--- src/rtl/mdio_pkg.sv ---
package mdio_pkg;
  localparam int REG_IDX_W  = 3;
  localparam int FRAME_BITS = 64;
  localparam int DATA_BITS  = 16;
  localparam int RLS_BITS   = 18; // turnaround + data released on a read

  typedef enum logic [REG_IDX_W-1:0] {
    RI_CFG   = 3'd0,
    RI_CMD   = 3'd1,
    RI_ADDR  = 3'd2,
    RI_WDATA = 3'd3,
    RI_RDATA = 3'd4,
    RI_IND   = 3'd5
  } reg_idx_e;

  localparam logic [1:0] SOF_BITS = 2'b01;
  localparam logic [1:0] OP_RD    = 2'b10;
  localparam logic [1:0] OP_WR    = 2'b01;
  localparam logic [1:0] TA_WR    = 2'b10;

  function automatic logic [FRAME_BITS-1:0] build_frame(
    input logic                 is_rd,
    input logic [4:0]           phy,
    input logic [4:0]           regn,
    input logic [DATA_BITS-1:0] dat
  );
    logic [1:0]           op;
    logic [1:0]           ta;
    logic [DATA_BITS-1:0] pay;
    op  = is_rd ? OP_RD : OP_WR;
    ta  = is_rd ? 2'b11 : TA_WR;
    pay = is_rd ? '1 : dat;
    return {32'hFFFF_FFFF, SOF_BITS, op, phy, regn, ta, pay};
  endfunction
endpackage

--- src/rtl/mdio_clkgen.sv ---
module mdio_clkgen #(
  parameter int DIV_W     = 3,
  parameter int BASE_MULT = 4
) (
  input  logic             clk_i,
  input  logic             rst_ni,
  input  logic             run_i,
  input  logic [DIV_W-1:0] div_i,
  output logic             mdc_o,
  output logic             rise_o,
  output logic             fall_o
);
  localparam int HALF_MAX = (2 ** DIV_W) * BASE_MULT;
  localparam int CNT_W    = $clog2(HALF_MAX);

  logic [CNT_W-1:0] cnt_q;
  logic             mdc_q;
  logic [CNT_W:0]   half_len;
  logic             hit;

  assign half_len = (CNT_W+1)'((32'(div_i) + 1) * BASE_MULT);
  assign hit      = run_i && ({1'b0, cnt_q} >= (half_len - 1'b1));

  always_ff @(posedge clk_i or negedge rst_ni) begin
    if (!rst_ni) begin
      cnt_q <= '0;
      mdc_q <= 1'b0;
    end else if (!run_i) begin
      cnt_q <= '0;
      mdc_q <= 1'b0;
    end else if (hit) begin
      cnt_q <= '0;
      mdc_q <= ~mdc_q;
    end else begin
      cnt_q <= cnt_q + 1'b1;
    end
  end

  assign mdc_o  = mdc_q;
  assign rise_o = hit && !mdc_q;
  assign fall_o = hit && mdc_q;

  assert_stop_low_R9: assert property (@(posedge clk_i) disable iff (!rst_ni)
    !run_i |=> !mdc_o);
endmodule

--- src/rtl/mdio_shifter.sv ---
module mdio_shifter #(
  parameter int FRAME_BITS = 64,
  parameter int DATA_BITS  = 16,
  parameter int RLS_BITS   = 18
) (
  input  logic                  clk_i,
  input  logic                  rst_ni,
  input  logic                  abort_i,
  input  logic                  start_i,
  input  logic                  start_rd_i,
  input  logic [FRAME_BITS-1:0] frame_i,
  input  logic                  rise_i,
  input  logic                  fall_i,
  input  logic                  mdc_i,
  input  logic                  mdio_i,
  output logic                  mdio_o,
  output logic                  mdio_oe_o,
  output logic                  busy_o,
  output logic                  done_o,
  output logic [DATA_BITS-1:0]  rdata_o
);
  localparam int IDX_W = $clog2(FRAME_BITS);

  logic [FRAME_BITS-1:0] sh_q;
  logic [IDX_W-1:0]      idx_q;
  logic                  rd_q;
  logic                  busy_q;
  logic [DATA_BITS-1:0]  rx_q;
  logic                  last_bit;

  assign last_bit = (idx_q == '0);

  always_ff @(posedge clk_i or negedge rst_ni) begin
    if (!rst_ni) begin
      sh_q   <= '1;
      idx_q  <= '0;
      rd_q   <= 1'b0;
      busy_q <= 1'b0;
      rx_q   <= '0;
    end else if (abort_i) begin
      idx_q  <= '0;
      rd_q   <= 1'b0;
      busy_q <= 1'b0;
    end else if (start_i && !busy_q) begin
      sh_q   <= frame_i;
      idx_q  <= IDX_W'(FRAME_BITS - 1);
      rd_q   <= start_rd_i;
      busy_q <= 1'b1;
    end else if (busy_q) begin
      if (rise_i && rd_q && (idx_q < IDX_W'(DATA_BITS)))
        rx_q <= {rx_q[DATA_BITS-2:0], mdio_i};
      if (fall_i) begin
        if (last_bit) begin
          busy_q <= 1'b0;
        end else begin
          sh_q  <= {sh_q[FRAME_BITS-2:0], 1'b1};
          idx_q <= idx_q - 1'b1;
        end
      end
    end
  end

  assign mdio_o    = busy_q ? sh_q[FRAME_BITS-1] : 1'b1;
  assign mdio_oe_o = busy_q && !(rd_q && (idx_q < IDX_W'(RLS_BITS)));
  assign busy_o    = busy_q;
  assign done_o    = busy_q && fall_i && last_bit && !abort_i;
  assign rdata_o   = rx_q;

  assert_mdio_hold_high_R9: assert property (@(posedge clk_i) disable iff (!rst_ni)
    (mdc_i && $past(mdc_i)) |-> $stable(mdio_o));
endmodule

--- src/rtl/mdio_master.sv ---
module mdio_master
  import mdio_pkg::*;
#(
  parameter int DIV_W     = 3,
  parameter int BASE_MULT = 4,
  parameter int DIV_RST   = 7
) (
  input  logic                 clk_i,
  input  logic                 rst_ni,
  input  logic                 reg_we_i,
  input  logic [REG_IDX_W-1:0] reg_idx_i,
  input  logic [31:0]          reg_wdata_i,
  output logic [31:0]          reg_rdata_o,
  output logic                 mdc_o,
  input  logic                 mdio_i,
  output logic                 mdio_o,
  output logic                 mdio_oe_o
);
  logic [DIV_W-1:0]     div_q;
  logic                 rd_cmd_q;
  logic [4:0]           phy_q;
  logic [4:0]           regn_q;
  logic [DATA_BITS-1:0] wdat_q;
  logic [DATA_BITS-1:0] rdat_q;
  logic                 nv_q;

  logic wr_cfg, wr_cmd, wr_addr, wr_wdata;
  logic soft_rst, start_wr, start_rd, start;
  logic busy, done, run, rise, fall;
  logic [DATA_BITS-1:0]  rx_data;
  logic [FRAME_BITS-1:0] frame;

  assign wr_cfg   = reg_we_i && (reg_idx_i == RI_CFG);
  assign wr_cmd   = reg_we_i && (reg_idx_i == RI_CMD);
  assign wr_addr  = reg_we_i && (reg_idx_i == RI_ADDR);
  assign wr_wdata = reg_we_i && (reg_idx_i == RI_WDATA);

  assign soft_rst = wr_cfg && reg_wdata_i[31];
  assign start_wr = wr_wdata && !busy;
  assign start_rd = wr_cmd && reg_wdata_i[0] && !rd_cmd_q && !busy;
  assign start    = start_wr || start_rd;
  assign frame    = build_frame(start_rd, phy_q, regn_q, reg_wdata_i[DATA_BITS-1:0]);
  assign run      = busy && !soft_rst;

  always_ff @(posedge clk_i or negedge rst_ni) begin
    if (!rst_ni) begin
      div_q    <= DIV_W'(DIV_RST);
      rd_cmd_q <= 1'b0;
      phy_q    <= '0;
      regn_q   <= '0;
      wdat_q   <= '0;
    end else begin
      if (wr_cfg)   div_q    <= reg_wdata_i[DIV_W-1:0];
      if (wr_cmd)   rd_cmd_q <= reg_wdata_i[0];
      if (wr_addr) begin
        phy_q  <= reg_wdata_i[12:8];
        regn_q <= reg_wdata_i[4:0];
      end
      if (start_wr) wdat_q <= reg_wdata_i[DATA_BITS-1:0];
    end
  end

  // abort outranks capture on the same edge
  always_ff @(posedge clk_i or negedge rst_ni) begin
    if (!rst_ni) begin
      nv_q   <= 1'b0;
      rdat_q <= '0;
    end else if (soft_rst) begin
      nv_q <= 1'b0;
    end else if (start_rd) begin
      nv_q <= 1'b1;
    end else if (done && nv_q) begin
      nv_q   <= 1'b0;
      rdat_q <= rx_data;
    end
  end

  mdio_clkgen #(
    .DIV_W     (DIV_W),
    .BASE_MULT (BASE_MULT)
  ) u_clkgen (
    .clk_i  (clk_i),
    .rst_ni (rst_ni),
    .run_i  (run),
    .div_i  (div_q),
    .mdc_o  (mdc_o),
    .rise_o (rise),
    .fall_o (fall)
  );

  mdio_shifter #(
    .FRAME_BITS (FRAME_BITS),
    .DATA_BITS  (DATA_BITS),
    .RLS_BITS   (RLS_BITS)
  ) u_shifter (
    .clk_i      (clk_i),
    .rst_ni     (rst_ni),
    .abort_i    (soft_rst),
    .start_i    (start),
    .start_rd_i (start_rd),
    .frame_i    (frame),
    .rise_i     (rise),
    .fall_i     (fall),
    .mdc_i      (mdc_o),
    .mdio_i     (mdio_i),
    .mdio_o     (mdio_o),
    .mdio_oe_o  (mdio_oe_o),
    .busy_o     (busy),
    .done_o     (done),
    .rdata_o    (rx_data)
  );

  always_comb begin
    unique case (reg_idx_i)
      RI_CFG:   reg_rdata_o = 32'(div_q);
      RI_CMD:   reg_rdata_o = 32'(rd_cmd_q);
      RI_ADDR:  reg_rdata_o = 32'({3'b000, phy_q, 3'b000, regn_q});
      RI_WDATA: reg_rdata_o = 32'(wdat_q);
      RI_RDATA: reg_rdata_o = 32'(rdat_q);
      RI_IND:   reg_rdata_o = 32'({nv_q, 1'b0, busy});
      default:  reg_rdata_o = '0;
    endcase
  end

  assert_nv_within_busy_R8: assert property (@(posedge clk_i) disable iff (!rst_ni)
    nv_q |-> busy);
  assert_idle_quiet_R1: assert property (@(posedge clk_i) disable iff (!rst_ni)
    !busy |-> (!mdc_o && !mdio_oe_o));
  assert_abort_clears_R11: assert property (@(posedge clk_i) disable iff (!rst_ni)
    soft_rst |=> (!busy && !nv_q && !mdc_o));
  assert_busy_ignore_R10: assert property (@(posedge clk_i) disable iff (!rst_ni)
    (wr_wdata && busy) |=> $stable(wdat_q));
endmodule

--- config.mk ---
export PLATFORM = sky130hd
export DESIGN_NAME = mdio_master
export DESIGN_NICKNAME = d
export VERILOG_FILES = /design/src/rtl/mdio_pkg.sv /design/src/rtl/mdio_clkgen.sv /design/src/rtl/mdio_shifter.sv /design/src/rtl/mdio_master.sv
export SDC_FILE = /design/constraint.sdc
export NUM_CORES = 1
export LEC_CHECK = 0
export ABC_AREA = 0
export ABC_CLOCK_PERIOD_IN_PS = 2900
export BUFFER_PORTS_ARGS = -buffer_cell sky130_fd_sc_hd__buf_2
export CAP_MARGIN = 20
export CORE_UTILIZATION = 30
export DETAILED_ROUTE_END_ITERATION = 10
export SKIP_CTS_REPAIR_TIMING = 1
export SLEW_MARGIN = 15
export SYNTH_ARGS = -nofsm -noshare
export SYNTH_HDL_FRONTEND = slang
export SYNTH_SLANG_ARGS = --single-unit
--- constraint.sdc ---
create_clock -name clk_i -period 2.9 [get_ports clk_i]
set_input_delay 0.58 -clock clk_i [delete_from_list [all_inputs] [get_ports clk_i]]
set_output_delay 0.58 -clock clk_i [all_outputs]
set_load 0.01 [all_outputs]
==> results.md <==
* Area Overhead vs Synth at 15.2%
* Row count at 53
* Synth Area in Compound Gates at 8.43%
* Final setup TNS at 0 ns
* Largest net degree at the start of global routing at 64
* Most frequent cells in the layout: nand2_1 (138), dfrtp_1 (74), dfstp_2 (67)
* Clock latency on the worst-skew pair at 0.43 ns
* Core Area at 21200 um2
* Adder-Cell Fraction of Synth Area at 0.955%
* Critical path buffers and inverters at 2
* Die ar. at 22400 um2
* H-Tree Depth at 4
* Worst-path clk slew at 0.06 ns
* Worst setup EP type: flop
* Setup skew after layout at 0.0108 ns
* Crit Path Category: reg -> reg
* Synth async-reset ratio at 100%
* Initial antenna violation count at 1
* Sequential Power Share at 50.1%
* Final antenna-violating net count at 0
* Post-synthesis simple-gate area fraction at 17.9%
* Register area share after synthesis at 55.2%
* Unrepaired setup endpoints after global routing: no
* # fillers at 2116
* Clock buffer depth at 2
* Top delay family on crit path: simple AND/OR/NAND/NOR gates
* Critical Path Start Type: flop
* Pwr Density at 873 nW/um2
* Vias at 4515
* First-pass GRT wire length at 24100 um
* Psw at 1.91 mW
* Ant diodes at 0
* Register area at 3610 um2
* Avg Cell Area, Syn at 10.8 um2
* Final setup fails at 0
* Yosys cell types at 55
* Post-synth EDFFs at 0
* Leakage at 3.59 nW
* Area of the mapped netlist at 6550 um2
* Worst Path Required at 3.21 ns
* Multiplexer share of the synthesized area at 10.3%
* Crit path arrival time at 2.83 ns
* Internal at 4.67 mW
* Iteration-0 DRC Markers at 298
* Clock power share at 31.6%
* Total GRT Usage at 14.1%
* Count of final max-slew check failures at 0
* I/O Buffers at 42
* Remaining global-route overflow at 0
* Die Width at 150 um
* CTS buffer count at 17
* Largest family of logic cells by synthesized area: simple AND/OR/NAND/NOR gates
* # Max-Cap Violations at 0
* DRC Markers at 0
* Io pins at 74
* Mean number of vias per cell at 4.83
* Worst slew pin tran at 0.659 ns
* Cells after synthesis at 607
* Final Wtd Congestion at 0.739
* Headroom to the max-slew limit at 56.0%
* Crit-path max FO at 16
* Placed wire-length estimate at 9330 um
* Post-synthesis sequential element count at 141
* CTS tree: yes
* Switch share at 29.0%
* Post-layout net count at 691
* F_max at 0.396 GHz
* DRT Pass-1 Iters at 4
* Core Util, Final at 35.5%
* Status: finished, final reports clean
* Synth Flop Type: dfrtp_1
* Hold Vio Cnt, Final at 0
* Minimum clock period after layout at 2.52 ns
* Comb pwr share at 18.3%
* Initial Util at 30.9%
* Clock sinks at 141
* DRT Wirelength at 14300 um
* Layout cell share with drive strength beyond 1 at 32.9%
* Wire per inst at 15.3 um
* Most common cell after layout, fill and taps aside: nand2_1
* Largest stage delay on the critical path at 0.55 ns
* Final critical-path share of the clock period at 87.0%
* Synth Warn # at 0
* Synth Area in XOR/XNOR at 1.07%
* HP Class: in -> async
* Vias in the first global route at 4430
* Critical path's slowest cell: nor2_4
* Maximum vdd ir drop at 0.428 mV
* Clock Tree Root: clkbuf_16
* Area occupied by multi-input gates at 2610 um2
* Critical Path, Cell by Cell: inv_1 -> ha_1 -> a21oi_1 -> o21ai_0 -> buf_4 -> nand4_1 -> nor2_4 -> mux2_2
* Die Y-Extent at 150 um
[cells in the mapped netlist, drive strengths merged, types with 4 or more instances]
master    n  area share, %
a221o     9            1.4
a41oi     5           0.67
and3     12            1.2
nor2     15            1.0
nand3    43            3.4
a31oi    14            1.3
mux2i    12            1.8
nor3     20            1.5
and2      5           0.48
mux2     46            8.5
xnor2     4           0.54
buf      43            4.9
clkbuf   12           0.69
inv       9           0.52
dfstp    67             27
a21oi    17            1.3
nand2   140            8.2
a22o      6           0.80
ha        5           0.96
o21ai    19            1.5
xor2      4           0.54
dfrtp    74             28
[power groups by stage]
stage,Sequential (mW),Combinational [mW],Clock (mW)
2_1_floorplan,3.20,0.951,0
3_3_place_gp,3.31,1.17,0
3_5_place_dp,3.32,1.22,0
4_1_cts,3.30,1.22,2.13
5_1_grt,3.39,1.39,2.23
6_report,3.30,1.20,2.08
[final timing paths]
| kind | from | endpoint | slack, ns | cells after the start |
|---|---|---|---|---|
| worst max-delay path | div_q[1] | u_shifter.rdata_o[0] | 0.38 | 8 |
| worst min-delay path | rst_ni | rdat_q[0] | 0.14 | 1 |
| worst max register to register | div_q[1] | u_shifter.rdata_o[0] | 0.38 | 8 |
| worst min register to register | u_clkgen.cnt_q[0] | u_clkgen.cnt_q[0] | 0.46 | 1 |
| max in group asynchronous | rst_ni | wdat_q[7] | 1.95 | 2 |
| min in group clk_i | mdio_i | u_shifter.rdata_o[0] | 0.39 | 2 |
[registers in the layout, indices dropped and copies added, names as in the netlist, 3 cells and up]
signal             cells
regn_q                 5
wdat_q                16
rdat_q                16
phy_q                  5
u_shifter.idx_q        6
u_shifter.sh_q        64
u_clkgen.cnt_q         5
u_shifter.rdata_o     16
div_q                  3
[through the flow]
stage | instance area, um2 | power [mW] | setup WS (ns) | cells | hold WS (ns)
floorplan | 6600 | 4.16 | 0.572 | 622 | 0.284
global placement | 6980 | 4.48 | 0.243 | 903 | 0.453
detailed placement | 6980 | 4.54 | 0.197 | 903 | 0.461
CTS | 7540 | 6.65 | 0.354 | 935 | 0.153
global route | 7540 | 7.01 | 0.232 | 935 | 0.175
finish | 7540 | 6.58 | 0.377 | 935 | 0.138
[final cells by class]
class / count / share of cell area, %
sequential: 141 / 47.9
multi-input combinational: 417 / 34.6
clock buffer: 17 / 5.64
timing repair buffer: 61 / 5.09
tap: 275 / 4.56
clock inverter: 15 / 1.78
inverter: 9 / 0.448
[kinds of logic after synthesis]
logic type      Yosys count
mux                      58
buf+inv                  64
simple gates            249
compound gates           81
flops                   141
xor+xnor                  8
fa+ha+maj                 5
other cells               1
[worst register-to-register path, stage by stage, from the launching register on]
cell and delay (ns):
dfstp_2 0.53, inv_1 0.05, ha_1 0.29, a21oi_1 0.06, o21ai_0 0.16, buf_4 0.21
nand4_1 0.15, nor2_4 0.55, mux2_2 0.41
[per-layer routing]
layer / part of all wire [%] / vias to the layer above / track usage, %
li1: - / 2159 / -
met1: 48 / 2249 / 20.1
met2: 46 / 86 / 20.1
met3: 4.2 / 19 / 3.93
met4: 1.4 / 2 / 5.45
met5: 0.056 / - / 0
Power figures use the tool's default switching activity.
